[src/rtl/rtc_rate_pkg.sv]
package rtc_rate_pkg;
  localparam int unsigned RR_CNT_W  = 15;
  localparam int unsigned RR_CODE_W = 4;
  localparam int unsigned RR_SEL_W  = 3;
  localparam int unsigned RR_REG_W  = 8;
  localparam logic [RR_SEL_W-1:0] RR_SEL_32K = 3'b010;

  // bits of the divider that must all be zero at an event for a given code
  function automatic logic [RR_CNT_W-1:0] rr_low_mask(input logic [RR_CODE_W-1:0] code);
    logic [RR_CNT_W-1:0] one;
    one = {{(RR_CNT_W-1){1'b0}}, 1'b1};
    if (code == '0) return '0;
    return (one << (code - 1'b1)) - one;
  endfunction

  // event condition on the post-increment divider value
  function automatic logic rr_wrap(input logic [RR_CNT_W-1:0] cnt_next,
                                   input logic [RR_CODE_W-1:0] code);
    return (code != '0) && ((cnt_next & rr_low_mask(code)) == '0);
  endfunction
endpackage

[src/rtl/rtc_rate_reg.sv]
module rtc_rate_reg
  import rtc_rate_pkg::*;
#(
  parameter logic [RR_CODE_W-1:0] RST_CODE = 4'd6,
  parameter logic [RR_SEL_W-1:0]  RST_SEL  = RR_SEL_32K
) (
  input  logic                 clk,
  input  logic                 rst_n,
  input  logic                 wr_en,
  input  logic [RR_REG_W-1:0]  wr_data,
  output logic [RR_CODE_W-1:0] code_o,
  output logic [RR_SEL_W-1:0]  sel_o,
  output logic                 restart_o,
  output logic [RR_REG_W-1:0]  rd_data
);
  logic [RR_CODE_W-1:0] code_q;
  logic [RR_SEL_W-1:0]  sel_q;

  always_ff @(posedge clk or negedge rst_n) begin
    if (!rst_n) begin
      code_q <= RST_CODE;
      sel_q  <= RST_SEL;
    end else if (wr_en) begin
      code_q <= wr_data[RR_CODE_W-1:0];
      sel_q  <= wr_data[RR_CODE_W +: RR_SEL_W];
    end
  end

  assign code_o    = code_q;
  assign sel_o     = sel_q;
  assign restart_o = wr_en;
  assign rd_data   = {{(RR_REG_W-RR_CODE_W-RR_SEL_W){1'b0}}, sel_q, code_q};

  // written fields come back on the read port one cycle later
  p_readback_r1: assert property (@(posedge clk) disable iff (!rst_n)
    wr_en |=> (rd_data[RR_SEL_W+RR_CODE_W-1:0] == $past(wr_data[RR_SEL_W+RR_CODE_W-1:0])));
  // top bit never set
  p_msb_zero_r1: assert property (@(posedge clk) disable iff (!rst_n)
    rd_data[RR_REG_W-1] == 1'b0);
endmodule

[src/rtl/rtc_rate_div.sv]
module rtc_rate_div
  import rtc_rate_pkg::*;
(
  input  logic                 clk,
  input  logic                 rst_n,
  input  logic                 ref_en,
  input  logic                 clr,
  input  logic                 run,
  input  logic [RR_CODE_W-1:0] code,
  output logic                 evt_o
);
  logic [RR_CNT_W-1:0] cnt_q;
  logic [RR_CNT_W-1:0] cnt_inc;
  logic                advance;
  logic                wrap_now;

  assign advance  = run && ref_en && (code != '0) && !clr;
  assign cnt_inc  = cnt_q + {{(RR_CNT_W-1){1'b0}}, 1'b1};
  assign wrap_now = advance && rr_wrap(cnt_inc, code);

  always_ff @(posedge clk or negedge rst_n) begin
    if (!rst_n) begin
      cnt_q <= '0;
      evt_o <= 1'b0;
    end else begin
      evt_o <= wrap_now;
      if (clr)          cnt_q <= '0;
      else if (advance) cnt_q <= cnt_inc;
    end
  end

  // a zero code never produces an event
  p_no_evt_code0_r2: assert property (@(posedge clk) disable iff (!rst_n)
    (code == '0) |=> !evt_o);
  // events only follow a reference strobe
  p_evt_after_ref_r4: assert property (@(posedge clk) disable iff (!rst_n)
    evt_o |-> $past(ref_en));
  // a restart clears the divider and suppresses the event
  p_clear_on_write_r6: assert property (@(posedge clk) disable iff (!rst_n)
    clr |=> (cnt_q == '0) && !evt_o);
  // at an event the selected low bits have just wrapped
  p_evt_aligned_r3: assert property (@(posedge clk) disable iff (!rst_n)
    evt_o |-> ((cnt_q & rr_low_mask(code)) == '0));
endmodule

[src/rtl/rtc_rate_gen.sv]
module rtc_rate_gen
  import rtc_rate_pkg::*;
#(
  parameter logic [RR_CODE_W-1:0] RST_CODE = 4'd6,
  parameter logic [RR_SEL_W-1:0]  RST_SEL  = RR_SEL_32K
) (
  input  logic                clk,
  input  logic                rst_n,
  input  logic                ref_en,
  input  logic                wr_en,
  input  logic [RR_REG_W-1:0] wr_data,
  output logic [RR_REG_W-1:0] rd_data,
  output logic                tick
);
  logic [RR_CODE_W-1:0] rate_code;
  logic [RR_SEL_W-1:0]  ref_sel;
  logic                 div_restart;
  logic                 div_run;

  rtc_rate_reg #(.RST_CODE(RST_CODE), .RST_SEL(RST_SEL)) u_reg (
    .clk       (clk),
    .rst_n     (rst_n),
    .wr_en     (wr_en),
    .wr_data   (wr_data),
    .code_o    (rate_code),
    .sel_o     (ref_sel),
    .restart_o (div_restart),
    .rd_data   (rd_data)
  );

  assign div_run = (ref_sel == RR_SEL_32K);

  rtc_rate_div u_div (
    .clk    (clk),
    .rst_n  (rst_n),
    .ref_en (ref_en),
    .clr    (div_restart),
    .run    (div_run),
    .code   (rate_code),
    .evt_o  (tick)
  );

  // an inactive reference select keeps the output quiet
  p_no_tick_stopped_r7: assert property (@(posedge clk) disable iff (!rst_n)
    (ref_sel != RR_SEL_32K) |=> !tick);
  // with a sparse strobe the pulse lasts one cycle
  p_single_cycle_r8: assert property (@(posedge clk) disable iff (!rst_n)
    (tick && !ref_en) |=> !tick);
endmodule

[config.mk]
export PLATFORM = sky130hd
export DESIGN_NAME = rtc_rate_gen
export DESIGN_NICKNAME = d
export VERILOG_FILES = /design/src/rtl/rtc_rate_pkg.sv /design/src/rtl/rtc_rate_reg.sv /design/src/rtl/rtc_rate_div.sv /design/src/rtl/rtc_rate_gen.sv
export SDC_FILE = /design/constraint.sdc
export NUM_CORES = 1
export LEC_CHECK = 0
export ABC_CLOCK_PERIOD_IN_PS = 2700
export BUFFER_PORTS_ARGS = -buffer_cell sky130_fd_sc_hd__buf_2
export CORE_MARGIN = 2
export CORE_UTILIZATION = 25
export DETAILED_ROUTE_END_ITERATION = 6
export GPL_TIMING_DRIVEN = 0
export PLACE_DENSITY = 0.52
export SLEW_MARGIN = 0
export SYNTH_ARGS = -nofsm -noshare
export SYNTH_HDL_FRONTEND = slang
export SYNTH_SLANG_ARGS = --single-unit
[constraint.sdc]
create_clock -name clk -period 2.7 [get_ports clk]
set_clock_uncertainty 0.1 [all_clocks]
set_input_delay 0.135 -clock clk [delete_from_list [all_inputs] [get_ports clk]]
set_output_delay 0.135 -clock clk [all_outputs]
set_load 0.05 [all_outputs]
* After elaboration in Yosys (flattened, before gate mapping)
Index checks and enable logic that the tools add are counted.
** Storage, ports and cells
- Input bits :: 12
- Register bits :: 23
- Logic and storage cells :: 25
** Operators by class
- $add $sub $neg :: 3
- Equal/unequal tests :: 1
- Shift operators :: 1
- Bitwise logic cells :: 1
- Reductions and logical operators :: 10
- Multiplexer cells :: 5
** Operators with widths (number)
- 2-to-1 mux 15 bit :: 4
- adder 15 x 1 -> 15 bit, second input constant :: 1
- bitwise AND 15 bit :: 1
- logical NOT 15 bit :: 1
- left shift 1 x 4 -> 15 bit, first input constant :: 1
- subtractor 15 x 1 -> 15 bit, second input constant :: 1
- logical AND 1 bit :: 5
- logical NOT 4 bit :: 1
- nonzero test 4 bit :: 1
- subtractor 4 x 1 -> 4 bit, second input constant :: 1
- == test 3 x 2 -> 1 bit, second input constant :: 1
- nonzero test 2 bit :: 1
- logical NOT 1 bit :: 1
- 2-to-1 mux 1 bit :: 1

* Longest topological paths before layout
Gate-level depths: netlist of the first run.
- Word-level depth :: 8
- Mapped depth :: 10

* Cells and area by module
Synthesis of the first run repeated with hierarchy kept, for this count alone.
** Second synthesis, totals
- Cells, all modules :: 190
- Area total of the unflattened synthesis :: 1682.9 um2
** Modules (own cells, without submodules)
- rtc_rate_div :: area an instance 1303.8 um2, cells each 164, times used 1, seq. area each 400.4 um2
- rtc_rate_reg :: area an instance 366.6 um2, cells each 25, times used 1, seq. area each 178.9 um2
- rtc_rate_gen :: area an instance 12.5 um2, cells each 1, times used 1, seq. area each 0.0 um2

* Least setup slack after synthesis of the first run
No wires, ideal clock.
- Path kind :: register to register
- From :: register u_reg.code_q[1] (netlist: u_reg.code_o[1])
- To :: register u_div.evt_o
- Data required time :: 2.523 ns
- Slack :: 0.085 ns
- Stages on the path, launching flop included :: 11
- Arrival :: 2.438 ns
- Clock period less this slack :: 2.615 ns
- Path buffers :: 2
- Cells stage by stage :: dfstp_2 clkbuf_1 nor3_1 nand2_1 ha_1 clkbuf_1 nor2_1 a21o_1 a222oi_1 nand4_1 a21oi_1
** On the way
- Word-level cells in the longest chain between the ends :: 8
- Elaborated cells on any way between the ends :: 13
** RTL lines
- from (decl) :: RTL line rtc_rate_reg.sv:16 : logic [RR_CODE_W-1:0] code_q;
- from (signal assigned) :: RTL line rtc_rate_reg.sv:24 : code_q <= wr_data[RR_CODE_W-1:0];
- subtractor 4 x 1 -> 4 bit :: RTL line rtc_rate_pkg.sv:13 : return (one << (code - 1'b1)) - one;
- left shift 1 x 4 -> 15 bit :: RTL line rtc_rate_pkg.sv:13
- subtractor 15 x 1 -> 15 bit :: RTL line rtc_rate_pkg.sv:13
- 2-to-1 mux 15 bit :: RTL line rtc_rate_pkg.sv:13
- bitwise AND 15 bit :: RTL line rtc_rate_pkg.sv:19 : return (code != '0) && ((cnt_next & rr_low_mask(code)) == '0);
- logical NOT 15 bit :: RTL line rtc_rate_pkg.sv:19
- logical AND 1 bit :: RTL line rtc_rate_pkg.sv:19
- logical AND 1 bit * :: RTL line rtc_rate_div.sv:19 : assign wrap_now = advance && rr_wrap(cnt_inc, code);
- via u_div.wrap_now :: RTL line rtc_rate_div.sv:15 : logic wrap_now;
- to (signal assigned) :: RTL line rtc_rate_div.sv:26 : evt_o <= wrap_now;
- to (decl) :: RTL line rtc_rate_div.sv:10 : output logic evt_o
The timed path passes the listed nets; every way through them passes the cells marked *.
A chain may end at the register's enable or synchronous reset.

* Final worst setup path of the first run
- From :: register u_div.cnt_q[0]
- To :: register u_div.evt_o
** On the way
- Word-level cells in the longest chain between the ends :: 5
** RTL lines
- from (decl) :: RTL line rtc_rate_div.sv:12 : logic [RR_CNT_W-1:0] cnt_q;
- from (signal assigned) :: RTL line rtc_rate_div.sv:28 : else if (advance) cnt_q <= cnt_inc;
- adder 15 x 1 -> 15 bit :: RTL line rtc_rate_div.sv:18 : assign cnt_inc = cnt_q + {{(RR_CNT_W-1){1'b0}}, 1'b1};
- bitwise AND 15 bit :: RTL line rtc_rate_pkg.sv:19
- logical NOT 15 bit :: RTL line rtc_rate_pkg.sv:19
- logical AND 1 bit :: RTL line rtc_rate_pkg.sv:19
- logical AND 1 bit :: RTL line rtc_rate_div.sv:19
- via u_div.wrap_now :: RTL line rtc_rate_div.sv:15
The timed path passes the listed nets, and every way through them passes these cells.

==> metrics, run 1 <==
post-synth cell types=between 40 and 50; logic gate share of total power=0.231; layout cell share with drive strength beyond 1=0.184; metal3 WL=69 um; CTS Buf Count=3; part of the power in the clock network=0.288; Compound-Gate Fraction of Synth Area=0.132; Leak Pwr=roughly 0.76 nW; H-tree depth=1; Critical Path RT=about 2.8 ns; commonest non-fill, non-tap cell in the layout=nor2_1; Final GP Congestion=0.844; fin cells=287; Syn Nets=198; Worst-Margin Slew=between 0.5 and 0.6 ns; Synth Area per Inst=approximately 8.5 um2; Clock Sinks=23; Critical Setup Path Class=flip-flop to flip-flop; Critical Path Start Type=flip-flop; clock slew at reported path FFs=0.09 ns; Die ar.=0.00693 mm2; Yosys top cell area share=0.319; worst setup margin=0.186 ns; row count=28; via count=~1400; Min-Delay Path Class=primary input to flip-flop; IO Count=21; switching power total=0.255 mW; clock root cell=clkbuf_8; Synth area leader=dfrtp_1; period utilization=0.931; Layout Utilization=0.313; Starting Density=0.262; synthesized netlist cell count=between 150 and 200; DRC viols=0; filler instances=619; Max Cap Viol=0; # diodes=0; first-pass GRT wire length=6.11 mm; Post-Synth XOR/XNOR Area=0.140; crit path cell chain=ha_1 > and4_1 > buf_4 > or4b_4 > xnor2_1 > a222oi_1 > nand4_1 > a21oi_1; number of antenna violations at the first check in global routing=0; top layer in use=met4; vias per inst=4.79; dpl cells=276; worst rel slew slack=0.634; Final Hold Viols=0; largest family of logic cells by synthesized area=simple AND/OR/NAND/NOR gates; commonest cells after routing, fill and taps aside=nor2_1, buf_2, nand2_1, dfrtp_1, xnor2_1; adder-cell area share of the yosys netlist=0.0159; run status=finished clean; GRT overflow=0; synthesis-to-finish area growth=19.7%; gr usage total=0.105; DRT antenna net count=0; critical path's slowest cell=or4b_4; Seq pwr share=0.481; CP arrival=2.61 ns; Pre-antenna DRT Iters=4; DP Wirelength=2.67 mm; wl on met1=~1.8 mm; Worst-Skew Late Latency=0.27 ns; simple-gate share of the synthesized area=0.250; largest net degree at the start of global routing=24; die extent in x=83.2 um; sequential share of the synthesized area=0.369; Max FO, Critical Path=7; CTS tree=built; mux cell area share after synthesis=0.0431; vias in the first global route=1294; Starting DRT DRC Count=111; CP Capture Type=flip-flop; DR WL/cell=12.6 um; PD cells=418 mW/mm2; Pint=between 0.5 and 0.6 mW; final slew viol count=0; met2 WL post-DR=1.70 mm; Final #Nets=about 230; fmax=398 MHz; Clock Path Buffers=2; Max stage delay on crit path=~0.48 ns; synth top area cells=dfrtp_1, xnor2_1, xor2_1; tightest hold margin=0.201 ns; chip height=83.2 um; post-place setup slack=-0.0463 ns; final wirelength=around 3.6 mm; switching portion of total power=0.325; port bufs=17; # Post-CTS Setup Buffers=0; Peak VDD IR=226 uV; Ys Warns=0; Mapped Area=0.00157 mm2; unrepaired setup endpoints after global routing=no; #FFs+latches synth=23; Core ar.=0.00599 mm2; Tmin final=2.51 ns; Final Setup Violations=0
[cells by family after synthesis]
logic type / count (synthesis)
compound gates: 31
flops: 23
fa+ha+maj: 2
mux: 6
simple gates: 79
other cells: 1
xor+xnor: 25
buf+inv: 17
[path summary, 6_finish.rpt]
check | from | endpoint | slack [ns] | cells past startpoint
max | u_div.cnt_q[0]$_DFFE_PN0P_ | u_div.evt_o$_DFF_PN0_ | 0.19 | 8
min | wr_en | u_reg.code_o[1]$_DFFE_PN1P_ | 0.20 | 2
max reg2reg | u_div.cnt_q[0]$_DFFE_PN0P_ | u_div.evt_o$_DFF_PN0_ | 0.19 | 8
min reg2reg | u_reg.sel_o[0]$_DFFE_PN0P_ | u_reg.sel_o[0]$_DFFE_PN0P_ | 0.44 | 1
max in group asynchronous | rst_n | u_reg.code_o[2]$_DFFE_PN1P_ | 1.85 | 2
min in group asynchronous | rst_n | u_reg.sel_o[2]$_DFFE_PN0P_ | 0.28 | 2
[cells in the mapped netlist]
| cell type | count |
|---|---|
| dfstp_2 | 3 |
| nor3_1 | 5 |
| nor4_1 | 2 |
| conb_1 | 1 |
| a222oi_1 | 1 |
| and4_1 | 2 |
| o32a_1 | 1 |
| or4b_4 | 1 |
| buf_2 | 3 |
| a22o_1 | 1 |
| a21oi_1 | 7 |
| xnor2_1 | 15 |
| a32o_1 | 1 |
| and3_1 | 5 |
| nand2_1 | 20 |
| o31ai_1 | 1 |
| clkbuf_1 | 8 |
| xor2_1 | 10 |
| a221o_1 | 1 |
| a221oi_1 | 1 |
| o211ai_1 | 1 |
| or4_1 | 1 |
| nand4_1 | 4 |
| o22ai_1 | 2 |
| or3_1 | 2 |
| nor3b_1 | 2 |
| a211o_1 | 1 |
| nand2b_1 | 1 |
| nor2_1 | 23 |
| and2_1 | 2 |
| dfrtp_1 | 20 |
| inv_1 | 4 |
| buf_4 | 2 |
| a22oi_1 | 3 |
| ha_1 | 2 |
| nand3_1 | 6 |
| nor2b_1 | 2 |
| nor4bb_1 | 1 |
| mux2_2 | 6 |
| o21ai_0 | 8 |
| a21o_1 | 2 |
[routing by layer]
layer | track usage | vias to the layer above
li1 | - | 698
met1 | 0.153 | 665
met2 | 0.164 | 10
met3 | 0.0119 | 2
met4 | 0.0268 | 0
met5 | 0 | -
[registers in the layout, summed over array words and instances (netlist names)]
name,flops
u_div.cnt_q,15
u_reg.code_o,4
u_reg.sel_o,3
u_div.evt_o,1
[layout make-up]
class / instances / area [um2] / area share
well taps: 75 / 93.8 / 0.0500
plain buffers: 12 / 58.8 / 0.0313
clock inverters: 1 / 5.00 / 0.00266
multi-input cells: 144 / 920 / 0.490
inverters: 4 / 15.0 / 0.00799
clock buffers: 3 / 41.3 / 0.0220
repair buffers: 25 / 165 / 0.0879
flip-flops and latches: 23 / 579 / 0.308
[critical path, delay by kind of cell, from the launching register on]
family                     cells  cell delay, ns
and+or+nand+nor                3            0.80
DFF                            1            0.44
xor gates and xnor gates       1            0.19
adders and majority gates      1            0.25
AOI/OAI and AO/OA              2            0.52
buffers and inverters          1            0.14
[through the flow]
step	power (mW)	instance area, um2	setup TNS [ns]
2_1_floorplan	0.509	1570	0
3_5_place_dp	0.556	1750	-0.0463
6_report	0.784	1880	0
3_3_place_gp	0.558	1750	-0.129
4_1_cts	0.791	1870	0
5_1_grt	0.825	1880	0
[power groups by stage]
stage	Sequential [mW]	Clock, mW	Combinational, mW
finish	0.377	0.226	0.181
CTS	0.377	0.233	0.181
detailed placement	0.380	0	0.176
global route	0.380	0.247	0.198
global placement	0.380	0	0.178
floorplan	0.416	0	0.0930
[timing repair]
| action | CTS | global route |
|---|---|---|
| endpoints found under the hold margin | 27 | 0 |
| endpoints found under the setup margin | 1 | 1 |
| pin swaps | 0 | 1 |
| hold buffers | 8 | 0 |
| gates resized for setup | 0 | 6 |
Note: power is estimated with default switching activity, not from simulation.
==> run 2, diff against run 1 <==
--- a/config.mk
+++ b/config.mk
@@ -8,4 +8,5 @@
 export ABC_CLOCK_PERIOD_IN_PS = 2700
 export BUFFER_PORTS_ARGS = -buffer_cell sky130_fd_sc_hd__buf_2
+export CAP_MARGIN = 40
 export CORE_MARGIN = 2
 export CORE_UTILIZATION = 25
==> constraint.sdc (replaced) <==
create_clock -name clk -period 2.7 [get_ports clk]
set_clock_uncertainty 0.1 [all_clocks]
set_input_delay 0.405 -clock clk [delete_from_list [all_inputs] [get_ports clk]]
set_output_delay 0.405 -clock clk [all_outputs]
set_load 0.05 [all_outputs]
==> run 2 against run 1 <==
Against the previous run:
- via count down 2.2%
- sequential share of layout area up 1.4 points
- core utilization down 1.3 points
- hold slack worse by 0.19 ns
- die area unchanged
- combinational power down 5%
- critical path type unchanged
- largest power group unchanged
- highest routed layer unchanged
==> metrics, run 2 (synthesis results as in run 1) <==
CTS tree=built (unchanged); IO Count=21 (unchanged); final wirelength=3.54 mm (was 3.61 mm); number of antenna violations at the first check in global routing=0 (unchanged); Layout Utilization=0.300 (was 0.313); Pre-antenna DRT Iters=4 (unchanged); commonest cells after routing, fill and taps aside=nor2_1, buf_2, nand2_1, dfrtp_1, xnor2_1 (unchanged); DP Wirelength=2.67 mm (unchanged); Max Cap Viol=0 (unchanged); port bufs=17 (unchanged); CP arrival=2.61 ns (about the same); DR WL/cell=12.7 um (was 12.6 um); Max FO, Critical Path=7 (unchanged); final slew viol count=0 (unchanged); CTS Buf Count=3 (unchanged); synthesis-to-finish area growth=14.6% (was 19.7%); worst rel slew slack=0.637 (was 0.634); Final Hold Viols=0 (unchanged); filler instances=623 (was 619); Die ar.=0.00693 mm2 (unchanged); row count=28 (unchanged); die extent in x=83.2 um (unchanged); Clock Sinks=23 (unchanged); Core ar.=0.00599 mm2 (unchanged); clock root cell=clkbuf_8 (unchanged); H-tree depth=1 (unchanged); Worst-Skew Late Latency=0.27 ns (about the same); commonest non-fill, non-tap cell in the layout=nor2_1 (unchanged); post-place setup slack=-0.0463 ns (unchanged); gr usage total=0.103 (was 0.105); Max stage delay on crit path=0.48 ns (about the same); Starting DRT DRC Count=88 (was 111); Min-Delay Path Class=primary input to async pin (was primary input to flip-flop); # Post-CTS Setup Buffers=0 (unchanged); DRT antenna net count=0 (unchanged); WP buf/inv=1 (unchanged); unrepaired setup endpoints after global routing=no (unchanged); Final GP Congestion=0.844 (unchanged); critical path's slowest cell=or4b_4 (unchanged); Clock Path Buffers=2 (unchanged); Largest Register=u_div.cnt_q (unchanged); GRT overflow=0 (unchanged); reg2reg start=u_div.cnt_q[0]$_DFFE_PN0P_ (unchanged); tightest hold margin=0.00674 ns (was 0.201 ns); Reg2Reg Capture Point=u_div.evt_o$_DFF_PN0_ (unchanged); vias per inst=4.82 (was 4.79); chip height=83.2 um (unchanged); internal reg-to-reg setup slack=0.19 ns (about the same); period utilization=0.931 (about the same); layout cell share with drive strength beyond 1=0.191 (was 0.184); worst setup margin=0.187 ns (was 0.186 ns); Starting Density=0.262 (unchanged); clock slew at reported path FFs=0.09 ns (about the same); largest net degree at the start of global routing=24 (unchanged); CP Capture Type=flip-flop (unchanged); run status=finished clean (unchanged); cells on worst reg2reg path=8 (unchanged); Final #Nets=219 (was 227); via count=1345 (was 1375); Peak VDD IR=222 uV (was 226 uV); Worst-Margin Slew=0.545 ns (was 0.549 ns); Critical Setup Path Class=flip-flop to flip-flop (unchanged); first-pass GRT wire length=5.97 mm (was 6.11 mm); # diodes=0 (unchanged); fmax=398 MHz (about the same); vias in the first global route=1267 (was 1294); Critical Path RT=2.80 ns (about the same); Tmin final=2.51 ns (about the same); PD cells=431 mW/mm2 (was 418 mW/mm2); Post-CTS Hold Buffers=0 (was 8); Critical Path Start Type=flip-flop (unchanged); Final Setup Violations=0 (unchanged); Leak Pwr=0.727 nW (was 0.761 nW); CP delay by family, top=simple AND/OR/NAND/NOR gates (unchanged); crit path cell chain=ha_1 > and4_1 > buf_4 > or4b_4 > xnor2_1 > a222oi_1 > nand4_1 > a21oi_1 (unchanged); DRC viols=0 (unchanged); max FFs per register=15 (unchanged)
==> run 2: changes by cell type in the layout (fill, tap and decap cells not counted), sizes merged <==
cell | previous run | this run
dlygate4sd3 | 8 | 0
==> run 2: through the flow <==
step / cell area (um2) / TNS, ns / power (mW) / cells
6_report: 1800 / 0 / 0.775 / 279
5_1_grt: 1800 / 0 / 0.815 / 279
4_1_cts: 1790 / 0 / 0.782 / 279
3_5_place_dp: 1750 / -0.0463 / 0.556 / 276
3_3_place_gp: 1750 / -0.129 / 0.558 / 276
2_1_floorplan: 1570 / 0 / 0.509 / 184
==> run 2: worst max path at each step <==
stage	cells past startpoint	startpoint	slack, ns	end
6_report	8	u_div.cnt_q[0]$_DFFE_PN0P_	0.19	u_div.evt_o$_DFF_PN0_
5_1_grt	10	u_reg.code_o[2]$_DFFE_PN1P_	0.004	u_div.evt_o$_DFF_PN0_
4_1_cts	10	u_reg.code_o[3]$_DFFE_PN0P_	0.08	u_div.evt_o$_DFF_PN0_
3_5_place_dp	10	u_reg.code_o[1]$_DFFE_PN1P_	-0.05	u_div.evt_o$_DFF_PN0_
3_3_place_gp	10	u_reg.code_o[1]$_DFFE_PN1P_	-0.13	u_div.evt_o$_DFF_PN0_
2_1_floorplan	10	u_reg.code_o[1]$_DFFE_PN1P_	0.08	u_div.evt_o$_DFF_PN0_
==> run 2: timing repair <==
item | 4_1_cts | 5_1_grt
hold endpoints to repair | 0 | 0
pin swaps | 0 | 1
resized for setup | 0 | 6
setup endpoints to repair | 1 | 1
==> run 2: area by class of cell <==
class,instances,area (um2),share of cell area
repair buffers,17,85.1,0.0473
well taps,75,93.8,0.0522
clock buffers,3,41.3,0.0230
clock inverters,1,5.00,0.00278
multi-input cells,144,920,0.511
inverters,4,15.0,0.00835
flip-flops and latches,23,579,0.322
plain buffers,12,58.8,0.0327
==> run 2: metal layers <==
| layer | share of wire | track usage |
|---|---|---|
| met5 | 0 | 0 |
| met4 | 0.0082 | 0.0268 |
| met3 | 0.021 | 0.0119 |
| met1 | 0.51 | 0.151 |
| met2 | 0.46 | 0.159 |
==> run 2: power by group <==
| part | internal, mW | total, mW | switching, mW |
|---|---|---|---|
| registers | 0.359 | 0.377 | 0.0177 |
| logic | 0.0592 | 0.172 | 0.113 |
| clock network | 0.103 | 0.226 | 0.122 |
| total | 0.522 | 0.775 | 0.253 |
